--- src/rtl/fs_pkg.sv ---
package fs_pkg;
   localparam int unsigned IW        = 32;
   localparam int unsigned RIDX_W    = 5;
   localparam logic [5:0]  OP_SPEC   = 6'h00;
   localparam logic [5:0]  OP_JMP    = 6'h02;
   localparam logic [5:0]  OP_JMPL   = 6'h03;
   localparam logic [5:0]  OP_BRZ    = 6'h04;
   localparam logic [5:0]  FN_JREGL  = 6'h09;

   typedef enum logic [2:0] {
      XF_NONE, XF_JMP, XF_JMPL, XF_JREGL, XF_BRZ
   } xfer_e;

   typedef struct packed {
      xfer_e               kind;
      logic [RIDX_W-1:0]   rs;
      logic [RIDX_W-1:0]   rd;
      logic [25:0]         idx;
      logic [15:0]         off;
   } dec_t;
endpackage

--- src/rtl/fs_decode.sv ---
module fs_decode
   import fs_pkg::*;
(
   input  logic          valid,
   input  logic [IW-1:0] instr,
   output dec_t          dec
);
   logic [5:0] op;
   logic [5:0] fn;
   logic [4:0] rt;

   assign op = instr[31:26];
   assign fn = instr[5:0];
   assign rt = instr[20:16];

   always_comb begin
      dec.rs   = instr[25:21];
      dec.rd   = instr[15:11];
      dec.idx  = instr[25:0];
      dec.off  = instr[15:0];
      dec.kind = XF_NONE;
      if (valid) begin
         unique case (op)
            OP_SPEC: if (fn == FN_JREGL) dec.kind = XF_JREGL;
            OP_JMP:  dec.kind = XF_JMP;
            OP_JMPL: dec.kind = XF_JMPL;
            OP_BRZ:  if (rt == 5'd0) dec.kind = XF_BRZ;
            default: dec.kind = XF_NONE;
         endcase
      end
   end
endmodule

--- src/rtl/fs_target.sv ---
module fs_target
   import fs_pkg::*;
#(
   parameter int unsigned ADDR_W   = 32,
   parameter int unsigned LINK_REG = 31
)(
   input  dec_t                 dec,
   input  logic [ADDR_W-1:0]    ex_pc,
   input  logic [ADDR_W-1:0]    rs_val,
   input  logic                 delay_en,
   output logic                 taken,
   output logic [ADDR_W-1:0]    target,
   output logic                 lwe,
   output logic [RIDX_W-1:0]    lidx,
   output logic [ADDR_W-1:0]    ldata
);
   localparam int unsigned SEXT_W = ADDR_W - 18;
   localparam logic [RIDX_W-1:0] LREG = RIDX_W'(LINK_REG);

   logic [ADDR_W-1:0] pc4, pc8, jtgt, btgt;

   assign pc4 = ex_pc + ADDR_W'(4);
   assign pc8 = ex_pc + ADDR_W'(8);

   generate
      if (ADDR_W > 28) begin : g_region
         assign jtgt = {pc4[ADDR_W-1:28], dec.idx, 2'b00};
      end else begin : g_flat
         assign jtgt = {dec.idx, 2'b00};
      end
   endgenerate

   assign btgt  = pc4 + {{SEXT_W{dec.off[15]}}, dec.off, 2'b00};
   assign ldata = delay_en ? pc8 : pc4;

   always_comb begin
      taken  = 1'b0;
      target = pc4;
      lwe    = 1'b0;
      lidx   = LREG;
      unique case (dec.kind)
         XF_JMP:   begin taken = 1'b1; target = jtgt; end
         XF_JMPL:  begin taken = 1'b1; target = jtgt; lwe = 1'b1; end
         XF_JREGL: begin taken = 1'b1; target = rs_val; lwe = 1'b1; lidx = dec.rd; end
         XF_BRZ:   begin taken = (rs_val == '0); target = btgt; end
         default:  ;
      endcase
   end
endmodule

--- src/rtl/fs_pc_seq.sv ---
module fs_pc_seq #(
   parameter int unsigned         ADDR_W    = 32,
   parameter logic [ADDR_W-1:0]   RESET_VEC = '0
)(
   input  logic              clk,
   input  logic              rst_n,
   input  logic              delay_en,
   input  logic              redirect,
   input  logic [ADDR_W-1:0] target,
   output logic              run,
   output logic [ADDR_W-1:0] fetch_pc,
   output logic [ADDR_W-1:0] ex_pc,
   output logic              ex_valid
);
   logic squash;
   assign squash = redirect & ~delay_en;

   always_ff @(posedge clk or negedge rst_n) begin
      if (!rst_n) begin
         run      <= 1'b0;
         fetch_pc <= RESET_VEC;
         ex_pc    <= RESET_VEC;
         ex_valid <= 1'b0;
      end else begin
         run      <= 1'b1;
         if (run) fetch_pc <= redirect ? target : fetch_pc + ADDR_W'(4);
         ex_pc    <= fetch_pc;
         ex_valid <= run & ~squash;
      end
   end
endmodule

--- src/rtl/fetch_seq.sv ---
module fetch_seq
   import fs_pkg::*;
#(
   parameter int unsigned       ADDR_W    = 32,
   parameter logic [ADDR_W-1:0] RESET_VEC = ADDR_W'(32'h0000_5000),
   parameter int unsigned       LINK_REG  = 31
)(
   input  logic              clk,
   input  logic              rst_n,
   input  logic              delay_slot_en,
   output logic              imem_req,
   output logic [ADDR_W-1:0] imem_addr,
   input  logic [IW-1:0]     imem_rdata,
   output logic [4:0]        rf_raddr,
   input  logic [ADDR_W-1:0] rf_rdata,
   output logic              exec_valid,
   output logic [ADDR_W-1:0] exec_pc,
   output logic              link_we,
   output logic [4:0]        link_idx,
   output logic [ADDR_W-1:0] link_data
);
   initial begin
      assert (ADDR_W >= 20 && ADDR_W <= 64)
         else $error("fetch_seq: ADDR_W out of range");
      assert (RESET_VEC[1:0] == 2'b00)
         else $error("fetch_seq: RESET_VEC must be word aligned");
      assert (LINK_REG < 32)
         else $error("fetch_seq: LINK_REG must index a register");
   end

   logic              run;
   logic              redirect;
   logic [ADDR_W-1:0] target;
   logic [ADDR_W-1:0] fetch_pc;
   dec_t              dec;

   fs_pc_seq #(.ADDR_W(ADDR_W), .RESET_VEC(RESET_VEC)) u_seq (
      .clk(clk), .rst_n(rst_n), .delay_en(delay_slot_en),
      .redirect(redirect), .target(target),
      .run(run), .fetch_pc(fetch_pc), .ex_pc(exec_pc), .ex_valid(exec_valid)
   );

   fs_decode u_dec (.valid(exec_valid), .instr(imem_rdata), .dec(dec));

   fs_target #(.ADDR_W(ADDR_W), .LINK_REG(LINK_REG)) u_tgt (
      .dec(dec), .ex_pc(exec_pc), .rs_val(rf_rdata), .delay_en(delay_slot_en),
      .taken(redirect), .target(target),
      .lwe(link_we), .lidx(link_idx), .ldata(link_data)
   );

   assign imem_req  = run;
   assign imem_addr = fetch_pc;
   assign rf_raddr  = imem_rdata[25:21];
endmodule

--- config.mk ---
export PLATFORM = sky130hd
export DESIGN_NAME = fetch_seq
export DESIGN_NICKNAME = d
export VERILOG_FILES = /design/src/rtl/fs_pkg.sv /design/src/rtl/fs_decode.sv /design/src/rtl/fs_target.sv /design/src/rtl/fs_pc_seq.sv /design/src/rtl/fetch_seq.sv
export SDC_FILE = /design/constraint.sdc
export NUM_CORES = 1
export LEC_CHECK = 0
export BUFFER_PORTS_ARGS = -buffer_cell sky130_fd_sc_hd__buf_2
export CORE_MARGIN = 1
export CORE_UTILIZATION = 30
export CTS_CLUSTER_DIAMETER = 100
export DETAILED_ROUTE_END_ITERATION = 7
export MAX_ROUTING_LAYER = met4
export PLACE_DENSITY = 0.57
export SLEW_MARGIN = 25
export SYNTH_ARGS = -nofsm -noshare
export SYNTH_HDL_FRONTEND = slang
export SYNTH_SLANG_ARGS = --single-unit
--- constraint.sdc ---
create_clock -name clk -period 4.18 [get_ports clk]
set_input_delay 0.418 -clock clk [delete_from_list [all_inputs] [get_ports clk]]
set_output_delay 0.418 -clock clk [all_outputs]
set_load 0.02 [all_outputs]
==> impl_metrics.env, run 1 <==
export IMPL_antenna_diode_count=0
export IMPL_drv_slew=0
export IMPL_avgViaCountPerCell=5.55
export IMPL_layout_common_cells="buf_2, nand2_1, a21oi_1, dfrtp_1, o21ai_0"
export IMPL_drtIter0Drc=522
export IMPL_place_gp_congestion=0.973
export IMPL_maxCapViolations=0
export IMPL_synth_area_um2=6170
export IMPL_htreeDepth=3
export IMPL_async_flop_share_pct=100
export IMPL_synth_nets=884
export IMPL_fp_dieW_um=145
export IMPL_hold_viol=0
export IMPL_yosysSeqAreaShare_pct=26.9
export IMPL_yosysUniqueCellTypes=68
export IMPL_worst_setup_path_type="register to register"
export IMPL_worst_setup_path_start_kind="register"
export IMPL_die_h_um=145
export IMPL_clk_pin_slew_ns=0.06
export IMPL_cts_buffer_depth=2
export IMPL_gr_total_overflow=0
export IMPL_tightestPinTransition_ns=0.923
export IMPL_ios=176
export IMPL_rsz0062_at_grt="true"
export IMPL_antenna_left=0
export IMPL_drive_gt1_share_pct=24.0
export IMPL_ys_flop_type="dfrtp_1"
export IMPL_max_freq_ghz=0.250
export IMPL_clk_latency_ns=0.35
export IMPL_fill_cells=2187
export IMPL_vias=6772
export IMPL_final_nets=1050
export IMPL_dp_cells=1205
export IMPL_critical_path_top_delay_family="simple AND/OR/NAND/NOR gates"
export IMPL_drc=0
export IMPL_fin_crit_ns=4.00
export IMPL_grt_start_max_net_pins=67
export IMPL_leakagePower_nw=3.43
export IMPL_clock_skew_ns=0.0101
export IMPL_dieArea_um2=21100
export IMPL_status="finished clean"
export IMPL_initial_core_util_pct=30.6
export IMPL_antenna_found_initial=0
export IMPL_postPlaceCellArea_um2=7340
export IMPL_setup_viol=0
export IMPL_grt_usage_pct=23.8
export IMPL_root_buffer="clkbuf_16"
export IMPL_r2r_slack_ns=0.18
export IMPL_slew_headroom_pct=38.2
export IMPL_ir_drop_uv=195
export IMPL_drtPass1Iterations=6
export IMPL_area_growth_pct=24.1
export IMPL_hold_class="primary input to async pin"
export IMPL_crit_required_ns=4.43
export IMPL_tritoncts="done"
export IMPL_fin_crit_sh_pct=95.8
export IMPL_final_util_pct=37.9
export IMPL_rows=52
export IMPL_timing_critical_path_mode_cell="and3_1"
export IMPL_ff_latch_area_um2=1660
export IMPL_crit_path_end_kind="register"
export IMPL_crit_chain="and4_1, and3_1, and3_1, and4_1, and3_1, xor2_1, ha_1, and3_1, and3_1, and3_1, nand2_1, o21ai_0, mux2_2, a211oi_1"
export IMPL_ctsHoldBuffers=0
export IMPL_wirelength_um=24500
export IMPL_portBuffers=175
export IMPL_synth_edf_count=0
export IMPL_multi_input_area_um2=4270
export IMPL_crit_arrival_ns=4.26
export IMPL_avgSynthCellArea_um2=7.91
export IMPL_ys_warn_count=0
export IMPL_stdcell_count=1221
export IMPL_final_common_cell="buf_2"
export IMPL_powerDensity_nw_per_um2=471
export IMPL_first_global_vias=6461
export IMPL_grt_pass1_wl_um=37500
export IMPL_core_um2=20200
export IMPL_cp_buffers_inverters=0
export IMPL_setup_tns_ns=0
export IMPL_wl_per_cell_um=20.0
export IMPL_design_area_um2=7650
export IMPL_synth_seq_cells=66
export IMPL_place_hpwl_um=19600
export IMPL_slowest_delay_ns=0.61
export IMPL_cts_buffers=9
export IMPL_cts_sink_count=66
export IMPL_crit_slowest_cell="dfstp_2"
export IMPL_path_max_fanout=8
export IMPL_syn_inst=780
==> metrics by stage <==
stage               hold slack (ns)  total power (W)  setup slack, ns
floorplan                     0.122          0.00215            0.233
global placement              0.392          0.00283            0.328
detailed placement            0.388          0.00280            0.252
CTS                           0.315          0.00359            0.218
global route                  0.332          0.00383          -0.0895
finish                        0.270          0.00360            0.177
==> cell families after synthesis <==
family | synth area share, %
buffers and inverters | 4.04
XOR/XNOR | 10.9
AO/OA/AOI/OAI | 24.5
multiplexers | 1.20
AND/OR/NAND/NOR | 24.8
other | 0.0608
flip-flops | 26.9
adder cells (fa/ha/maj) | 7.63
==> repair_timing <==
| action | in CTS | in global routing |
|---|---|---|
| setup buffers | 0 | 0 |
| setup endpoints to repair | 0 | 2 |
| gates resized for setup | 0 | 4 |
| endpoints found under the hold margin | 0 | 0 |
==> synthesized netlist by cell type, drive strengths merged, types with 5 or more instances <==
library cell | count | share of area, %
a31oi | 5 | 0.75
ha | 36 | 7.3
and4 | 7 | 0.99
nand4 | 14 | 1.4
a211oi | 5 | 0.61
a21oi | 63 | 5.1
nand2 | 100 | 6.1
a22oi | 9 | 1.1
inv | 21 | 1.3
and2 | 6 | 0.61
o21a | 7 | 0.85
nor4 | 12 | 1.2
and3 | 13 | 1.3
or3 | 15 | 1.5
buf | 8 | 0.93
xnor2 | 46 | 6.5
xor2 | 31 | 4.4
a22o | 5 | 0.71
nor2b | 5 | 0.51
nor3 | 19 | 1.7
o211ai | 5 | 0.61
o21ai | 53 | 4.3
dfrtp | 62 | 25
a21o | 13 | 1.6
nor2 | 52 | 3.2
a21boi | 5 | 0.61
a221oi | 14 | 2.0
o31ai | 7 | 0.85
clkbuf | 30 | 1.8
o21bai | 5 | 0.61
nand3 | 41 | 3.4
==> sequential cells by signal, indices dropped and copies added, names as in the netlist <==
register / cells
u_seq.ex_valid: 1
u_seq.run: 1
u_seq.ex_pc: 32
u_seq.fetch_pc: 32
==> path summary, 6_finish.rpt <==
check / from / cells past startpoint / endpoint
max: u_seq.ex_pc[12] / 14 / u_seq.fetch_pc[31]
min: rst_n / 2 / u_seq.fetch_pc[26]
max reg2reg: u_seq.ex_pc[12] / 14 / u_seq.fetch_pc[31]
min reg2reg: u_seq.fetch_pc[12] / 0 / u_seq.ex_pc[12]
max in group asynchronous: rst_n / 2 / u_seq.ex_pc[4]
min in group clk: rf_rdata[29] / 3 / u_seq.fetch_pc[29]
==> worst register-to-register path, delay by kind of cell, from the launching register on <==
| family | cells | cell delay [ns] |
|---|---|---|
| compound gates | 2 | 0.57 |
| xor+xnor | 1 | 0.07 |
| fa+ha+maj | 1 | 0.44 |
| flops | 1 | 0.61 |
| mux | 1 | 0.38 |
| simple gates | 9 | 1.83 |
==> power by group <==
part           switching [W]  leakage, nW  internal (W)
Combinational        0.00109         2.48      0.000676
Clock               0.000313        0.145      0.000460
Sequential          0.000277        0.807      0.000780
==> layer usage <==
| layer | part of all wire [%] | track usage (%) | vias up |
|---|---|---|---|
| met1 | 47 | 32.6 | 3255 |
| met5 | 0 | - | - |
| met4 | 2.6 | 8.63 | 0 |
| li1 | - | - | 3222 |
| met3 | 6.2 | 3.32 | 38 |
| met2 | 45 | 35.6 | 257 |
==> cell type report <==
| cell class | instances | share of cell area (%) |
|---|---|---|
| repair buffers | 193 | 13.2 |
| well taps | 270 | 4.42 |
| clock inverters | 7 | 0.916 |
| multi-input cells | 655 | 55.8 |
| flip-flops and latches | 66 | 21.7 |
| clock buffers | 9 | 2.94 |
| inverters | 21 | 1.03 |
No activity file was read; power rests on OpenSTA's default activity.
==> inputs of run 2 (changes only) <==
Settings changed: PLACE_DENSITY 0.57 to 0.56, SYNTH_HIERARCHICAL set to 1.
==> impl_metrics.env, run 2 <==
export IMPL_syn_inst=965
export IMPL_cts_buffer_depth=2
export IMPL_hold_class="primary input to async pin"
export IMPL_final_common_cell="buf_2"
export IMPL_synth_area_um2=7480
export IMPL_core_um2=24400
export IMPL_clk_latency_ns=0.32
export IMPL_area_growth_pct=20.2
export IMPL_place_hpwl_um=22300
export IMPL_crit_slowest_cell="dfrtp_1"
export IMPL_fp_dieW_um=160
export IMPL_vias=7856
export IMPL_powerDensity_nw_per_um2=391
export IMPL_worst_setup_path_start_kind="register"
export IMPL_cp_buffers_inverters=1
export IMPL_fin_crit_ns=3.97
export IMPL_timing_critical_path_mode_cell="o21ai_0"
export IMPL_crit_required_ns=4.42
export IMPL_drtPass1Iterations=5
export IMPL_slew_headroom_pct=52.9
export IMPL_rows=57
export IMPL_max_freq_ghz=0.252
export IMPL_grt_usage_pct=21.6
export IMPL_crit_chain="ha_2, nand3_2, nor2_2, nand4_1, buf_4, nor2_1, xor2_1, ha_1, a21oi_2, o21a_1, o21ai_0, a211o_1, a221oi_1, o21ai_0, xor2_1, o21ai_2, nand2_1, o211ai_1, o21ai_0, mux2i_1"
export IMPL_power_w=0.00352
export IMPL_ir_drop_uv=215
export IMPL_die_h_um=160
export IMPL_fin_crit_sh_pct=95.0
export IMPL_final_nets=1203
export IMPL_layout_common_cells="buf_2, nand2_1, a21oi_1, nor2_1, dfrtp_1"
export IMPL_pre_cts_slack_ns=0.0190
export IMPL_drv_slew=0
export IMPL_clk_pin_slew_ns=0.06
export IMPL_place_gp_congestion=1.00
export IMPL_crit_arrival_ns=4.21
export IMPL_ys_warn_count=6
export IMPL_wirelength_um=27700
export IMPL_dp_cells=1403
export IMPL_dieArea_um2=25600
export IMPL_whs_ns=0.0760
export IMPL_grt_start_max_net_pins=45
export IMPL_antenna_diode_count=0
export IMPL_final_util_pct=36.9
export IMPL_fin_ws_ns=0.209
export IMPL_hold_viol=0
export IMPL_htreeDepth=3
export IMPL_rsz0062_at_grt="true"
export IMPL_avgSynthCellArea_um2=7.76
export IMPL_clock_skew_ns=0.00893
export IMPL_portBuffers=175
export IMPL_tightestPinTransition_ns=0.700
export IMPL_maxCapViolations=0
export IMPL_drive_gt1_share_pct=28.4
export IMPL_slowest_delay_ns=0.40
export IMPL_tritoncts="done"
export IMPL_synth_nets=1071
export IMPL_status="finished clean"
export IMPL_path_max_fanout=5
export IMPL_grt_pass1_wl_um=41700
export IMPL_drc=0
export IMPL_setup_viol=0
export IMPL_root_buffer="clkbuf_16"
export IMPL_stdcell_count=1425
export IMPL_fill_cells=2619
export IMPL_reg_largest_list="u_seq/ex_pc: 32 flops, u_seq/fetch_pc: 32 flops"
export IMPL_cts_sink_count=66
export IMPL_avgViaCountPerCell=5.51
export IMPL_first_global_vias=7003
export IMPL_ios=176
export IMPL_leakagePower_nw=3.92
export IMPL_crit_path_end_kind="register"
export IMPL_worst_setup_path_type="register to register"
export IMPL_initial_core_util_pct=30.7
export IMPL_antenna_found_initial=0
export IMPL_critical_path_top_delay_family="compound AO/OA/AOI/OAI gates"
export IMPL_cts_buffers=9
export IMPL_gr_total_overflow=0
export IMPL_wl_per_cell_um=19.4
export IMPL_drtIter0Drc=806
export IMPL_antenna_left=0
-- run 2: repair_timing --
action | 4_1_cts | 5_1_grt
setup endpoints to repair | 0 | 9
gates resized for setup | 0 | 23
hold buffers | 0 | 0
setup buffers | 0 | 7
-- run 2: area by class of cell --
cell class                 instances  area (um^2)  area share [%]
inverter                          17         63.8           0.709
timing repair buffer             234         1320            14.7
clock inverter                     6         92.6            1.03
multi-input combinational        769         5240            58.2
tap                              324          405            4.50
clock buffer                       9          225            2.50
sequential                        66         1660            18.4
-- run 2: worst reg2reg max path, delay by kind of cell (launching register included) --
kind,cells,cell delay (ns)
AO/OA/AOI/OAI,9,1.54
flip-flops,1,0.40
adder cells (fa/ha/maj),2,0.56
AND/OR/NAND/NOR,5,0.62
XOR/XNOR,2,0.44
multiplexers,1,0.14
buffers and inverters,1,0.19
-- run 2: final timing paths --
path,start,to,slack [ns],cells after the start
worst max register to register,u_seq/ex_pc[3],u_seq/fetch_pc[31],0.21,20
worst min-delay path,rst_n,u_seq/ex_pc[26],0.08,1
max in group asynchronous,rst_n,u_seq/fetch_pc[3],3.12,2
worst min register to register,u_seq/fetch_pc[1],u_seq/ex_pc[1],0.41,0
min in group clk,u_seq/fetch_pc[1],u_seq/ex_pc[1],0.41,0
worst max-delay path,u_seq/ex_pc[3],u_seq/fetch_pc[31],0.21,20
-- run 2: per-layer routing --
| metal | track usage (%) | part of all wire [%] | vias to the layer above |
|---|---|---|---|
| met4 | 6.71 | 3.0 | 0 |
| met1 | 30.3 | 47 | 3741 |
| met5 | - | 0 | - |
| met3 | 2.70 | 6.6 | 33 |
| met2 | 31.9 | 44 | 344 |
| li1 | - | - | 3738 |
-- run 2: report_power, final --
group | internal, W | total [W] | switching, W
sequential | 0.000738 | 0.000894 | 0.000156
combinational | 0.000718 | 0.00182 | 0.00111
clock | 0.000520 | 0.000801 | 0.000280
total | 0.00198 | 0.00352 | 0.00154
-- run 2: per-stage QoR --
stage               cell area [um^2]  setup TNS [ns]
global route                    9000         -0.0562
global placement                8510               0
finish                          9000               0
detailed placement              8510               0
floorplan                       7480               0
CTS                             8830               0
==> inputs of run 3 (changes only) <==
Settings changed: GPL_TIMING_DRIVEN set to 0.
==> impl_metrics.env, run 3 (same netlist as run 2, synthesis figures left out) <==
export IMPL_avgViaCountPerCell=5.53
export IMPL_grt_pass1_wl_um=44700
export IMPL_drc=0
export IMPL_fin_crit_sh_pct=99.1
export IMPL_crit_arrival_ns=4.41
export IMPL_clk_latency_ns=0.33
export IMPL_r2r_slack_ns=0.04
export IMPL_fill_cells=2570
export IMPL_status="finished clean"
export IMPL_slowest_delay_ns=0.54
export IMPL_final_nets=1259
export IMPL_grt_usage_pct=23.4
export IMPL_wl_met2_um=13400
export IMPL_hold_viol=0
export IMPL_vias=8205
export IMPL_antenna_found_initial=1
export IMPL_rr_worst_depth=17
export IMPL_tritoncts="done"
export IMPL_fin_crit_ns=4.14
export IMPL_hold_class="primary input to register"
export IMPL_wl_met3_um=2360
export IMPL_top_layer="met4"
export IMPL_drtPass1Iterations=5
export IMPL_grt_start_max_net_pins=54
export IMPL_power_w=0.00364
export IMPL_crit_path_end_kind="register"
export IMPL_rsz0062_at_grt="true"
export IMPL_wl_per_cell_um=20.0
export IMPL_cts_sink_count=66
export IMPL_crit_required_ns=4.45
export IMPL_tightestPinTransition_ns=0.643
export IMPL_initial_core_util_pct=30.7
export IMPL_powerDensity_nw_per_um2=383
export IMPL_slew_headroom_pct=57.1
export IMPL_cts_buffers=9
export IMPL_ir_drop_uv=299
export IMPL_antenna_left=0
export IMPL_gr_total_overflow=0
export IMPL_first_global_vias=7677
export IMPL_place_hpwl_um=24000
export IMPL_drv_slew=0
export IMPL_portBuffers=160
export IMPL_crit_chain="ha_4, nand3_2, or2_4, nor2_2, xor2_2, ha_1, buf_2, and4_1, and3_1, a21o_1, o41ai_4, buf_4, a21oi_1, a21oi_1, xor2_1, a211oi_1, a221o_1"
export IMPL_maxCapViolations=0
export IMPL_min_path_cells=2
export IMPL_clk_pin_slew_ns=0.06
export IMPL_layout_common_cells="buf_2, nand2_1, buf_4, a21oi_1, nor2_1"
export IMPL_leakagePower_nw=4.10
export IMPL_path_max_fanout=8
export IMPL_setup_tns_ns=0
export IMPL_r2r_end="u_seq/fetch_pc[27]"
export IMPL_timing_critical_path_mode_cell="a21oi_1"
export IMPL_final_util_pct=39.0
export IMPL_worst_setup_path_type="register to register"
export IMPL_whs_ns=0.313
export IMPL_area_growth_pct=27.0
export IMPL_ios=176
export IMPL_crit_slowest_cell="a211oi_1"
export IMPL_worst_setup_path_start_kind="register"
export IMPL_setup_viol=0
export IMPL_place_gp_congestion=0.961
export IMPL_max_freq_ghz=0.241
export IMPL_wirelength_um=29700
export IMPL_drive_gt1_share_pct=30.8
export IMPL_met1_length_um=12900
export IMPL_reg_largest_list="u_seq/ex_pc: 32 flops, u_seq/fetch_pc: 32 flops"
export IMPL_die_h_um=160
export IMPL_fp_dieW_um=160
export IMPL_worstReg2RegStart="u_seq/ex_pc[3]"
export IMPL_htreeDepth=3
export IMPL_core_um2=24400
export IMPL_hp_start="delay_slot_en"
export IMPL_rows=57
export IMPL_drtIter0Drc=733
export IMPL_dieArea_um2=25600
export IMPL_final_common_cell="buf_2"
export IMPL_clock_skew_ns=0.00635
export IMPL_cts_buffer_depth=2
export IMPL_root_buffer="clkbuf_16"
export IMPL_whs_endpoint="u_seq/ex_valid"
run 3: changes by cell type in the layout (fill, tap and decap cells not counted), moves of 6 or more:
| cell | before | now |
|---|---|---|
| buf_1 | 0 | 9 |
| buf_4 | 59 | 80 |
| buf_2 | 175 | 169 |
| clkbuf_1 | 0 | 30 |
| dfrtp_2 | 0 | 6 |
| dfrtp_1 | 62 | 56 |
run 3: cell type report:
class / instances / area [um^2] / share of cell area [%]
Sequential cell: 66 / 1660 / 17.5
Clock inverter: 6 / 115 / 1.21
Antenna cell: 1 / 2.50 / 0.0263
Inverter: 17 / 63.8 / 0.671
Tap cell: 324 / 405 / 4.26
Clock buffer: 10 / 229 / 2.41
Multi-Input combinational cell: 769 / 5390 / 56.7
Buffer: 108 / 641 / 6.74
Timing Repair Buffer: 182 / 991 / 10.4
run 3: worst max path at each step:
stage / slack, ns / cells past startpoint / startpoint / to
4_1_cts: -0.02 / 20 / u_seq/ex_pc[8] / u_seq/fetch_pc[31]
3_3_place_gp: -0.78 / 18 / u_seq/ex_pc[14] / u_seq/fetch_pc[31]
6_report: 0.04 / 17 / u_seq/ex_pc[3] / u_seq/fetch_pc[27]
2_1_floorplan: 0.13 / 18 / u_seq/ex_pc[14] / u_seq/fetch_pc[31]
5_1_grt: -0.11 / 20 / u_seq/ex_pc[3] / u_seq/fetch_pc[31]
3_5_place_dp: -0.75 / 18 / u_seq/ex_pc[12] / u_seq/fetch_pc[31]
run 3: routing by layer:
| metal | track usage [%] | vias up |
|---|---|---|
| met5 | - | - |
| met4 | 9.44 | 0 |
| met3 | 3.19 | 59 |
| met2 | 35.9 | 358 |
| met1 | 30.9 | 3929 |
| li1 | - | 3859 |
run 3: what timing repair did:
item,CTS,global route
gates resized for setup,27,38
endpoints found under the hold margin,13,0
endpoints found under the setup margin,16,25
pin swaps,6,10
setup buffers,12,8
hold buffers,1,0
run 3: power breakdown:
part	leakage (nW)	internal (W)	switching, W
clock	0.163	0.000584	0.000278
sequential	0.758	0.000740	0.000171
combinational	3.18	0.000741	0.00113
run 3: per-stage QoR:
step | instances | instance area, um^2 | setup slack, ns
after floorplan | 965 | 7480 | 0.129
after global placement | 1449 | 8690 | -0.780
after detailed placement | 1450 | 8720 | -0.750
after CTS | 1479 | 9280 | -0.0246
after global routing | 1483 | 9510 | -0.112
final | 1483 | 9510 | 0.0374
run 3: critical path, delay by kind of cell (launching register included):
kind	cells	cell delay [ns]
xor+xnor	2	0.39
buf+inv	2	0.36
flops	1	0.43
compound gates	6	1.57
fa+ha+maj	2	0.45
simple gates	5	0.87
